**config.mk**
```make
export PLATFORM = sky130hd
export DESIGN_NAME = mux_addr_dram
export DESIGN_NICKNAME = d
export VERILOG_FILES = /design/src/rtl/mxd_pkg.sv /design/src/rtl/dram_strobe_ctrl.sv /design/src/rtl/dram_cell_array.sv /design/src/rtl/dram_refresh_tracker.sv /design/src/rtl/mux_addr_dram.sv
export SDC_FILE = /design/constraint.sdc
export NUM_CORES = 1
export LEC_CHECK = 0
export BUFFER_PORTS_ARGS = -buffer_cell sky130_fd_sc_hd__buf_2
export CORE_AREA = 2 2 372 374
export CTS_BUF_LIST = sky130_fd_sc_hd__clkbuf_4
export DETAILED_ROUTE_END_ITERATION = 7
export DIE_AREA = 0 0 374 376
export MAX_ROUTING_LAYER = met4
export PLACE_DENSITY_LB_ADDON = 0.12
export SLEW_MARGIN = 15
export SYNTH_ARGS = -nofsm -noshare
export SYNTH_HDL_FRONTEND = slang
export SYNTH_SLANG_ARGS = --single-unit
```
**constraint.sdc**
```tcl
create_clock -name clk -period 6.5 [get_ports clk]
set_input_delay 0.975 -clock clk [delete_from_list [all_inputs] [get_ports clk]]
set_output_delay 0.975 -clock clk [all_outputs]
set_load 0.1 [all_outputs]
```
**src/rtl/mxd_pkg.sv**
```systemverilog
package mxd_pkg;
  localparam int CELL_W = 8;
  typedef logic [CELL_W-1:0] cell_t;
endpackage

```
**src/rtl/dram_strobe_ctrl.sv**
```systemverilog
module dram_strobe_ctrl #(
  parameter int ROW_BITS = 4,
  parameter int COL_BITS = 3
) (
  input  logic                clk,
  input  logic                rst_n,
  input  logic [ROW_BITS-1:0] addr_i,
  input  logic                ras_n_i,
  input  logic                cas_n_i,
  input  logic                cs_n_i,
  input  logic                we_n_i,
  output logic [ROW_BITS-1:0] row_o,
  output logic [COL_BITS-1:0] col_o,
  output logic                wr_en_o,
  output logic                rd_en_o,
  output logic                rd_hold_o,
  output logic                rf_en_o
);
  logic ras_d, cas_d, active_q, cas_seen_q, hold_q;
  logic [ROW_BITS-1:0] row_q;
  logic ras_fall, ras_rise, cas_fall, access;

  assign ras_fall = ras_d & ~ras_n_i;
  assign ras_rise = ~ras_d & ras_n_i;
  assign cas_fall = cas_d & ~cas_n_i;
  assign access   = cas_fall & active_q & ~ras_n_i;

  assign row_o     = row_q;
  assign col_o     = addr_i[COL_BITS-1:0];
  assign wr_en_o   = access & ~cs_n_i & ~we_n_i;
  assign rd_en_o   = access & ~cs_n_i & we_n_i;
  assign rd_hold_o = hold_q;
  assign rf_en_o   = ras_rise & active_q & ~cas_seen_q;

  always_ff @(posedge clk) begin
    if (!rst_n) begin
      ras_d      <= 1'b1;
      cas_d      <= 1'b1;
      active_q   <= 1'b0;
      cas_seen_q <= 1'b0;
      hold_q     <= 1'b0;
      row_q      <= '0;
    end else begin
      ras_d <= ras_n_i;
      cas_d <= cas_n_i;
      if (ras_fall) begin
        row_q      <= addr_i;
        active_q   <= 1'b1;
        cas_seen_q <= 1'b0;
      end else if (ras_n_i) begin
        active_q <= 1'b0;
      end else if (access) begin
        cas_seen_q <= 1'b1;
      end
      if (rd_en_o)                hold_q <= 1'b1;
      else if (cas_n_i | ras_n_i) hold_q <= 1'b0;
    end
  end


  row_latch_hold_chk: assert property (@(posedge clk) disable iff (!rst_n)
    !ras_fall |=> $stable(row_q));

  no_access_ras_high_chk: assert property (@(posedge clk) disable iff (!rst_n)
    ras_n_i |-> !(wr_en_o || rd_en_o));
endmodule

```
**src/rtl/dram_cell_array.sv**
```systemverilog
module dram_cell_array
  import mxd_pkg::*;
#(
  parameter int ROW_BITS = 4,
  parameter int COL_BITS = 3
) (
  input  logic                clk,
  input  logic                wr_en,
  input  logic                rd_en,
  input  logic [ROW_BITS-1:0] row,
  input  logic [COL_BITS-1:0] col,
  input  cell_t               wdata,
  output cell_t               rdata
);
  localparam int IDX_W = ROW_BITS + COL_BITS;
  localparam int DEPTH = 1 << IDX_W;

  cell_t mem [DEPTH];
  cell_t rdata_q;
  logic [IDX_W-1:0] idx;

  assign idx   = {row, col};
  assign rdata = rdata_q;

  always_ff @(posedge clk) begin
    if (wr_en) mem[idx] <= wdata;
    if (rd_en) rdata_q  <= mem[idx];
  end
endmodule

```
**src/rtl/dram_refresh_tracker.sv**
```systemverilog
module dram_refresh_tracker #(
  parameter int ROW_BITS       = 4,
  parameter int REFRESH_CYCLES = 1000
) (
  input  logic                   clk,
  input  logic                   rst_n,
  input  logic                   rf_en,
  input  logic [ROW_BITS-1:0]    rf_row,
  output logic [(1<<ROW_BITS)-1:0] stale_o
);
  localparam int ROWS  = 1 << ROW_BITS;
  localparam int AGE_W = $clog2(REFRESH_CYCLES + 1);
  localparam logic [AGE_W-1:0] LIM = AGE_W'(REFRESH_CYCLES);

  for (genvar i = 0; i < ROWS; i++) begin : g_row
    logic [AGE_W-1:0] age_q;
    logic hit;
    assign hit        = rf_en && (rf_row == ROW_BITS'(i));
    assign stale_o[i] = (age_q == LIM);

    always_ff @(posedge clk) begin
      if (!rst_n)            age_q <= '0;
      else if (hit)          age_q <= '0;
      else if (age_q != LIM) age_q <= age_q + 1'b1;
    end


    refresh_clears_chk: assert property (@(posedge clk) disable iff (!rst_n)
      hit |=> !stale_o[i]);

    stale_sticks_chk: assert property (@(posedge clk) disable iff (!rst_n)
      stale_o[i] && !hit |=> stale_o[i]);
  end
endmodule

```
**src/rtl/mux_addr_dram.sv**
```systemverilog
module mux_addr_dram
  import mxd_pkg::*;
#(
  parameter int ROW_BITS       = 4,
  parameter int COL_BITS       = 3,
  parameter int REFRESH_CYCLES = 1000
) (
  input  logic                     clk,
  input  logic                     rst_n,
  input  logic [ROW_BITS-1:0]      addr_i,
  input  logic                     ras_n_i,
  input  logic                     cas_n_i,
  input  logic                     cs_n_i,
  input  logic                     we_n_i,
  input  logic [CELL_W-1:0]        din_i,
  output logic [CELL_W-1:0]        dout_o,
  output logic [(1<<ROW_BITS)-1:0] stale_o
);
  logic [ROW_BITS-1:0] row;
  logic [COL_BITS-1:0] col;
  logic wr_en, rd_en, rd_hold, rf_en;
  cell_t rdata;

  dram_strobe_ctrl #(.ROW_BITS(ROW_BITS), .COL_BITS(COL_BITS)) u_ctrl (
    .clk(clk), .rst_n(rst_n), .addr_i(addr_i), .ras_n_i(ras_n_i),
    .cas_n_i(cas_n_i), .cs_n_i(cs_n_i), .we_n_i(we_n_i),
    .row_o(row), .col_o(col), .wr_en_o(wr_en), .rd_en_o(rd_en),
    .rd_hold_o(rd_hold), .rf_en_o(rf_en));

  dram_cell_array #(.ROW_BITS(ROW_BITS), .COL_BITS(COL_BITS)) u_array (
    .clk(clk), .wr_en(wr_en), .rd_en(rd_en), .row(row), .col(col),
    .wdata(din_i), .rdata(rdata));

  dram_refresh_tracker #(.ROW_BITS(ROW_BITS), .REFRESH_CYCLES(REFRESH_CYCLES)) u_refresh (
    .clk(clk), .rst_n(rst_n), .rf_en(rf_en), .rf_row(row), .stale_o(stale_o));

  assign dout_o = rd_hold ? rdata : '0;


  dout_idle_zero_chk: assert property (@(posedge clk) disable iff (!rst_n)
    cas_n_i |=> dout_o == '0);

  cs_gates_access_chk: assert property (@(posedge clk) disable iff (!rst_n)
    cs_n_i |-> !(wr_en || rd_en));

  rd_wr_exclusive_chk: assert property (@(posedge clk) disable iff (!rst_n)
    $onehot0({wr_en, rd_en}));
endmodule

```
==> flow_summary.ini, run 1 <==
[critical_path]
critPathMaxStageDelay_ns = 0.61
crit_path_start_kind = flip-flop
ff2ff_setup_slack_ns = 2.64
cp_max_fo = 4
endpoint_kind = primary output
crit_buf_inv = 2
crit_type = flip-flop to primary output
path_cells = inv_1, ha_1, nand2_1, nor4_1, buf_2
cp.required_ns = 5.52
crit_family = simple AND/OR/NAND/NOR gates
critPathLaunch = u_refresh.g_row[15].age_q[0]$_SDFFE_PP0N_
r2r_cells = 3
r2r-start = u_ctrl.row_o[1]$_SDFFE_PN0P_
critPathSlowestCell = nor4_1
r2r_end = u_array.mem[56][4]$_DFFE_PP_
cp.arrival_ns = 2.99

[timing]
hold_viol = 0
fmax_mhz = 252
period_minus_slack_ns = 3.96
setup_tns_ns = 0
clock_skew_ns = 0.0831
slew_violations = 0
period_share_pct = 61.0
grt_setup_unrepaired = false
relSlewSlack_pct = 17.5
tightest_slew_ns = 1.23
hold_ws_ns = 0.250
setup-violations-final = 0
setup_ws_ns = 2.54

[clocking]
cts.sinks = 1201
numCtsBuffers = 337
cts.path.max_buffers = 4
clk_pin_slew_ns = 0.06
cts_tree = done
clockRootBuffer = clkbuf_4
hold_buffers = 3
insertion_delay_ns = 1.22
htreeDepth = 5
cts_resized = 0
post-cts-setup-buffers = 0

[die]
start_util_pct = 34.7
die_w_um = 374
die_y_um = 376
die-area_um2 = 141000
core_area_um2 = 137000
num_rows = 136
io-pin-count = 42

[routing]
drt-initial-drc-count = 2189
routedWlPerCell_um = 24.8
routed_wl_um = 121000
dr.pass1.iters = 5
viasPerCell = 5.13
vias = 25100
ant_nets = 0
drc_errors = 0

[logic_synthesis]
ys_seq_area_share_pct = 72.4
synth_edf_count = 1032
synth_cell_types = 37
synth_area_per_cell_um2 = 18.8
ys_ff_latch = 1201
synth_cells = 2528
yosys_warnings = 0
synth.cell_area_um2 = 47500
yosys_most_used_dff = edfxtp_1
syn-num-nets = 2578
ys_async_sr_fraction_pct = 0

[placed_design]
gp_congestion = 0.776
dp_cells = 4316
io_buffer_count = 41
place_hpwl_um = 72800
post-place-ws_ns = 1.80

[power_and_ir_drop]
power.total_mw = 15.7
cellLeakagePower_nw = 17.2
pwr_density_cell_nw_per_um2 = 290
ir_worst_vdd_mv = 0.169

[grt]
grt_max_degree = 93
overflow = 0
antenna_found_initial = 9
grt_pass1_vias = 26300
grt_pass1_wl_um = 176000
grt_usage_pct = 17.9

[finish]
syn2layout_area_growth_pct = 13.8
num-fill-cells = 12500
fin_cells = 4890
final_nets = 2914
final_layout_size_suffix_gt1_share_pct = 31.0

[worst_hold_path]
hold_depth = 1
hold_end = u_array.mem[68][5]$_DFFE_PP_
worstHoldPathType = input port to flip-flop
min_from = din_i[5]

[run_status]
status = completed

[job]
maxCapViolCount = 0
-- sequential cells by signal, summed over array words and instances, names as in the netlist --
register,cells
u_ctrl.cas_d,1
u_ctrl.row_o,4
u_array.mem,1024
u_ctrl.active_q,1
u_ctrl.cas_seen_q,1
u_array.rdata,8
u_ctrl.rd_hold_o,1
u_refresh.g_row.age_q,160
u_ctrl.ras_d,1
-- power by group --
group,leakage [nW],internal (mW),switching (mW)
registers,10.6,8.39,0.0442
clock network,2.40,3.44,3.08
logic,4.18,0.296,0.424
total,17.2,12.1,3.55
-- worst max path at each step --
stage                                            end  cells past startpoint
final                                    stale_o[15]                      5
after CTS                                stale_o[15]                      5
after detailed placement  u_array.rdata[4]$_DFFE_PP_                      6
after global routing                     stale_o[15]                      3
after global placement    u_array.rdata[4]$_DFFE_PP_                      6
after floorplan                          stale_o[15]                      4
-- per-layer routing --
| layer | global-route usage, % | wire length, µm | up-vias |
|---|---|---|---|
| li1 | - | - | 10900 |
| met2 | 27.4 | 57500 | 894 |
| met1 | 22.9 | 52000 | 13100 |
| met3 | 5.12 | 9090 | 208 |
| met4 | 5.81 | 2590 | 0 |
| met5 | - | 0 | - |
-- kinds of logic (layout without fill, tap and decap cells) --
family	after synthesis	after routing	synth area share (%)
DFF	1201	1201	72.4
other	0	4	0
AOI/OAI and AO/OA	36	36	0.385
muxes	364	364	16.6
and+or+nand+nor	623	623	6.18
buffers and inverters	145	709	1.30
xor gates and xnor gates	127	127	2.34
adders and majority gates	32	32	0.843
-- worst reg2reg max path, stage by stage (launching register included) --
cell and delay (ns):
dfxtp_4 0.88, buf_4 0.76, nand3_1 0.68, nor2_1 1.11
-- per-stage QoR --
stage                     cell area [µm²]  utilization (%)
after floorplan                     47500                -
after global placement              50000             36.6
after detailed placement            50000             36.6
after CTS                           54000             39.5
after global routing                54000             39.6
final                               54000             39.6
-- cell usage after synthesis (all sizes together), types with 8 or more instances --
| cell | instances | share of area [%] |
|---|---|---|
| a21oi | 17 | 0.18 |
| and2 | 8 | 0.11 |
| and3 | 10 | 0.13 |
| and4 | 12 | 0.22 |
| buf | 38 | 0.45 |
| clkbuf | 67 | 0.53 |
| dfxtp | 169 | 7.1 |
| edfxtp | 1032 | 65 |
| ha | 32 | 0.84 |
| inv | 40 | 0.32 |
| mux2 | 8 | 0.19 |
| mux2i | 20 | 0.42 |
| mux4 | 336 | 16 |
| nand2 | 87 | 0.69 |
| nand2b | 23 | 0.30 |
| nand3 | 69 | 0.73 |
| nand3b | 14 | 0.22 |
| nand4 | 10 | 0.13 |
| nor2 | 302 | 2.4 |
| nor2b | 12 | 0.16 |
| nor3 | 34 | 0.36 |
| nor4 | 10 | 0.13 |
| nor4bb | 18 | 0.38 |
| o21ai | 18 | 0.19 |
| xnor2 | 85 | 1.6 |
| xor2 | 42 | 0.77 |
-- cell usage in the layout (no fill, tap or decap), types with 40 or more instances in the layout --
cell type,n
buf_4,64
clkbuf_4,485
clkinv_1,69
dfxtp_1,168
edfxtp_1,1032
inv_1,40
mux4_2,336
nand2_1,86
nand3_1,69
nor2_1,290
xnor2_1,85
xor2_1,42
-- layout make-up --
class                           count  area (µm²)  share of cell area, %
Clock buffer                      485        3640                   6.74
Antenna cell                        4        10.0                 0.0185
Clock inverter                     82         343                  0.634
Timing Repair Buffer              102         751                   1.39
Inverter                           40         150                  0.278
Sequential cell                  1201       34400                   63.6
Tap cell                         1794        2240                   4.15
Multi-Input combinational cell   1182       12500                   23.2
Note: power is estimated with default switching activity, not from simulation.
==> run 2: changes to the inputs <==
==> constraint.sdc (replaced) <==
create_clock -name clk -period 3.5 [get_ports clk]
set_input_delay 0.525 -clock clk [delete_from_list [all_inputs] [get_ports clk]]
set_output_delay 0.525 -clock clk [all_outputs]
set_load 0.1 [all_outputs]
==> run 2 against run 1 <==
  * Utilization increased by 1.4 points
  * Register-to-register slack got worse by 2.0 ns
  * Cell count increased by 4.2%
  * Final area increased by 3.5%
  * Worst setup slack got worse by 2.3 ns
  * Critical endpoint is now dout_o[6]
==> flow_summary.ini, run 2 (synthesized netlist as in run 1, its figures left out) <==
[run_status]
status = completed

[timing]
period_minus_slack_ns = 3.29
hold_viol = 0
hold_ws_ns = 0.152
fmax_mhz = 304
slew_violations = 0
setup-violations-final = 0
relSlewSlack_pct = 28.7
period_share_pct = 94.1
setup_ws_ns = 0.206
clock_skew_ns = 0.0989
setup_tns_ns = 0
tightest_slew_ns = 1.07

[worst_hold_path]
min_from = we_n_i
worstHoldPathType = input port to flip-flop

[critical_path]
ff2ff_setup_slack_ns = 0.67
crit_family = flip-flops
crit_buf_inv = 1
cp.required_ns = 2.97
critPathSlowestCell = dfxtp_1
cp.arrival_ns = 2.77
crit_path_start_kind = flip-flop
critPathMaxStageDelay_ns = 0.69
critPathLaunch = u_ctrl.rd_hold_o$_SDFFE_PN0P_
cp_max_fo = 10
crit_type = flip-flop to primary output
path_cells = and2_1, buf_2
endpoint_kind = primary output
r2r-start = u_ctrl.row_o[1]$_SDFFE_PN0P_

[placed_design]
dpl_cell_area_um2 = 51500
post-place-ws_ns = 0.0299
gp_congestion = 0.769
io_buffer_count = 41
place_hpwl_um = 76200

[finish]
fin_area_um2 = 55900
layout_common_cells = edfxtp_1, clkbuf_4, mux4_2
final_layout_size_suffix_gt1_share_pct = 34.3
num-fill-cells = 12400
largest_reg_flops = 1024
largest_register = u_array.mem
final_util_pct = 40.9
final_nets = 3103
mostFrequentLayoutCell = edfxtp_1
syn2layout_area_growth_pct = 17.8

[die]
num_rows = 136
die_w_um = 374
core_area_um2 = 137000
die_y_um = 376
die-area_um2 = 141000
io-pin-count = 42
start_util_pct = 34.7

[clocking]
cts.path.max_buffers = 4
clk_pin_slew_ns = 0.07
numCtsBuffers = 338
htreeDepth = 5
cts_tree = done
cts.sinks = 1201
insertion_delay_ns = 1.27
clockRootBuffer = clkbuf_4

[routing]
vias = 25600
drt-initial-drc-count = 1974
dr.pass1.iters = 5
routed_wl_um = 121000
drc_errors = 0
ant_nets = 0
viasPerCell = 5.02
routedWlPerCell_um = 23.7

[grt]
overflow = 0
grt_pass1_wl_um = 176000
grt_usage_pct = 17.8
grt_pass1_vias = 27000
grt_max_degree = 93
antenna_found_initial = 8

[job]
maxCapViolCount = 0

[power_and_ir_drop]
pwr_density_cell_nw_per_um2 = 525
ir_worst_vdd_mv = 0.350
cellLeakagePower_nw = 18.3
==> run 2: final cells by class <==
class / count / area, µm² / area share, %
timing repair buffer: 290 / 2550 / 4.56
inverter: 40 / 150 / 0.268
clock buffer: 489 / 3670 / 6.56
tap: 1794 / 2240 / 4.01
sequential: 1201 / 34400 / 61.5
multi-input combinational: 1182 / 12500 / 22.4
clock inverter: 84 / 383 / 0.685
antenna: 16 / 40.0 / 0.0716
==> run 2: per-stage QoR <==
step / cells / power, mW
after floorplan: 2528 / 16.8
after global placement: 4481 / 17.4
after detailed placement: 4481 / 17.4
after CTS: 5078 / 29.9
after global routing: 5091 / 30.7
final: 5096 / 29.4
==> run 2: final timing paths <==
kind	end	cells after the start
max	dout_o[6]	2
min	u_array.mem[32][2]$_DFFE_PP_	5
max reg2reg	u_array.rdata[2]$_DFFE_PP_	4
min reg2reg	u_ctrl.active_q$_SDFFE_PN0P_	2
==> run 2: power breakdown <==
part	switching (mW)	total [mW]	internal, mW
Combinational	0.826	1.46	0.636
Sequential	0.0924	15.7	15.6
Clock	5.71	12.2	6.52
==> run 2: worst register-to-register path, cell delays in order, from the launching register on <==
cell and delay [ns]:
dfxtp_4 0.98, buf_4 0.41, mux4_2 0.38, mux4_2 0.54
mux2_2 0.29
==> run 2: what timing repair did <==
item	CTS	global route
endpoints found under the setup margin	8	9
resized for setup	13	8
setup buffers	0	2
pin swaps	0	1
cloned	0	0
hold buffers	24	0
hold endpoints to repair	705	0
==> run 2: routing by layer <==
metal,share of wire [%],vias up,global-route usage [%]
met2,48,693,27.8
met4,2.2,0,5.68
met3,5.6,222,4.62
met5,0,-,-
met1,44,13400,22.6
li1,-,11300,-
==> run 3: changes to the inputs <==
--- a/config.mk
+++ b/config.mk
@@ -6,13 +6,14 @@
 export NUM_CORES = 1
 export LEC_CHECK = 0
 export BUFFER_PORTS_ARGS = -buffer_cell sky130_fd_sc_hd__buf_2
-export CORE_AREA = 2 2 372 374
+export CORE_AREA = 2 2 378 380
 export CTS_BUF_LIST = sky130_fd_sc_hd__clkbuf_4
 export DETAILED_ROUTE_END_ITERATION = 7
-export DIE_AREA = 0 0 374 376
+export DIE_AREA = 0 0 380 382
 export MAX_ROUTING_LAYER = met4
 export PLACE_DENSITY_LB_ADDON = 0.12
 export SLEW_MARGIN = 15
 export SYNTH_ARGS = -nofsm -noshare
 export SYNTH_HDL_FRONTEND = slang
+export SYNTH_HIERARCHICAL = 1
 export SYNTH_SLANG_ARGS = --single-unit
==> run 3 against run 2 <==
  * Clock-buffer cell count is 45 higher
  * Cell count is 20% higher
  * Combinational power grew 32%
  * Worst setup slack got worse by 0.17 ns
  * Maximum frequency shrank 4.8%
  * Critical path depth unchanged
  * Die area is 3.2% higher
  * Clock power rose by 4%
  * Non-clock buffer count up 97
  * Register-to-register slack worse by 0.28 ns
  * Largest power group unchanged
==> flow_summary.ini, run 3 <==
[finish]
fin_area_um2 = 57700
multi_input_area_um2 = 13200
mostFrequentLayoutCell = edfxtp_1
final_nets = 4023
final_layout_size_suffix_gt1_share_pct = 24.4
layout_common_cells = edfxtp_1, clkbuf_4, buf_4
largest_reg_flops = 1024
syn2layout_area_growth_pct = 17.8
ff_latch_area_um2 = 34400
largest_register = u_array/mem
num-fill-cells = 13400

[critical_path]
crit_type = flip-flop to primary output
crit_path_start_kind = flip-flop
r2r_cells = 6
cp_max_fo = 9
cp.required_ns = 2.97
endpoint_kind = primary output
cp.arrival_ns = 2.93

[run_status]
status = completed

[timing]
tightest_slew_ns = 0.996
period_share_pct = 98.8
slew_violations = 0
setup-violations-final = 0
fmax_mhz = 289
period_minus_slack_ns = 3.46
grt_setup_unrepaired = false
clock_skew_ns = 0.118
hold_viol = 0
setup_tns_ns = 0
relSlewSlack_pct = 33.3

[grt]
grt_pass1_wl_um = 235000
grt_usage_pct = 22.7
overflow = 0
grt_pass1_vias = 33400
antenna_found_initial = 3
grt_max_degree = 129

[die]
io-pin-count = 42
die_y_um = 382
die-area_um2 = 145000
start_util_pct = 34.8
num_rows = 138
core_area_um2 = 141000
die_w_um = 380

[routing]
vias = 33800
routed_wl_um = 162000
routedWlPerCell_um = 26.5
dr.pass1.iters = 5
ant_nets = 0
drt-initial-drc-count = 3128
drc_errors = 0
viasPerCell = 5.54

[logic_synthesis]
ys_seq_area_share_pct = 70.1
ys_ff_latch = 1201
synth_top_area_cell = edfxtp_1
synth_edf_count = 1032
ys_async_sr_fraction_pct = 0
yosysMostFrequentCell = edfxtp_1
synth.cell_area_um2 = 49000
ys_top_cells_by_area = edfxtp_1, dfxtp_1, a221oi_1, a21oi_1, nor2_1
syn-num-nets = 3509
synth_area_per_cell_um2 = 14.2
synth_common_cells = edfxtp_1, nor2_1, a21oi_1, a221oi_1, dfxtp_1
yosys.area.top_type_share_pct = 63.2
synth_cell_types = 79
yosys_warnings = 6
synth_cells = 3459
yosys_most_used_dff = edfxtp_1

[worst_hold_path]
hold_depth = 4
worstHoldPathType = input port to flip-flop

[power_and_ir_drop]
p_comb_share_pct = 6.3
p_seq_share_pct = 51.7
p_int_mw = 23.0
p_switching_mw = 7.30
pwr_density_cell_nw_per_um2 = 525
sw_frac_of_total_pct = 24.1
ir_worst_vdd_mv = 0.245
cellLeakagePower_nw = 19.1
pwr-share-clk_pct = 42.0

[clocking]
clockRootBuffer = clkbuf_4
numCtsBuffers = 345
htreeDepth = 5
clk_pin_slew_ns = 0.07
cts.path.max_buffers = 4
cts.sinks = 1201
insertion_delay_ns = 1.30
cts_tree = done

[placed_design]
gp_congestion = 0.884
io_buffer_count = 41
dpl_cell_area_um2 = 53300
place_hpwl_um = 103000

[job]
maxCapViolCount = 0
==> run 3: changes by cell type in the layout (fill, tap and decap cells not counted), moves of 43 or more <==
cell,previous run,this run
a21oi_1,17,244
a221oi_1,0,220
nand2_1,87,136
buf_4,211,300
mux2_2,8,60
mux4_2,336,11
o21ai_0,2,129
xnor2_1,85,0
clkbuf_4,493,536
o31ai_1,0,61
a22oi_1,0,73
mux2i_1,20,65
or3_1,2,52
==> run 3: path summary, 6_finish.rpt <==
path                                                      from                              to  slack [ns]
worst max-delay path             u_ctrl/rd_hold_o$_SDFFE_PN0P_                       dout_o[0]        0.04
worst min-delay path                                   cas_n_i  u_ctrl/cas_seen_q$_SDFFE_PP0P_        0.18
worst max register to register    u_ctrl/row_o[2]$_SDFFE_PN0P_      u_array/rdata[6]$_DFFE_PP_        0.39
worst min register to register  u_ctrl/cas_seen_q$_SDFFE_PP0P_  u_ctrl/cas_seen_q$_SDFFE_PP0P_        0.46
==> run 3: cell type report <==
cell class,instances,area share [%]
tap,1890,4.09
clock buffer,534,6.94
sequential,1201,59.5
multi-input combinational,1967,22.9
timing repair buffer,387,5.68
clock inverter,49,0.321
inverter,71,0.468
antenna,7,0.0303
==> run 3: power groups by stage <==
stage	Combinational [mW]	Sequential, mW	Clock (mW)
CTS	1.92	15.7	13.2
detailed placement	1.89	16.0	0
global placement	1.89	16.0	0
global route	2.04	15.7	13.9
finish	1.92	15.7	12.7
floorplan	0.971	15.9	0
==> run 3: what timing repair did <==
item / in CTS / in global routing
endpoints found under the setup margin: 0 / 2
setup buffers: 0 / 0
endpoints found under the hold margin: 813 / 0
hold buffers: 25 / 0
gates resized for setup: 0 / 2
==> run 3: logic make-up after synthesis <==
family	after synthesis	share of synthesized area [%]
adder cells (fa/ha/maj)	32	0.817
AO/OA/AOI/OAI	945	13.5
multiplexers	141	3.33
flip-flops	1201	70.1
buffers and inverters	291	2.93
AND/OR/NAND/NOR	817	8.69
XOR/XNOR	32	0.572
==> run 3: worst max-delay path: stages, from the launching register on <==
cell and delay [ns]:
dfxtp_1 0.68, and2_1 0.47, buf_2 0.51
==> run 3: metal layers <==
metal  up-vias  wire length, µm  track usage [%]
li1      15100                -                -
met1     17200            73000             30.7
met2      1253            75200             34.7
met3       288             9650             3.93
met4         0             4290             7.62
met5         -                0                -
==> run 3: stage by stage <==
step | util (%) | power [mW] | std cells | worst slack [ns] | hold WS (ns)
6_report | 41.0 | 30.3 | 6106 | 0.0404 | 0.177
5_1_grt | 41.0 | 31.6 | 6105 | 0.00306 | 0.104
4_1_cts | 41.0 | 30.7 | 6099 | 0.00667 | 0.0487
3_5_place_dp | 37.8 | 17.9 | 5491 | 0.162 | 0.448
3_3_place_gp | 37.8 | 17.9 | 5491 | 0.138 | 0.449
2_1_floorplan | - | 16.9 | 3459 | 0.143 | 0.433
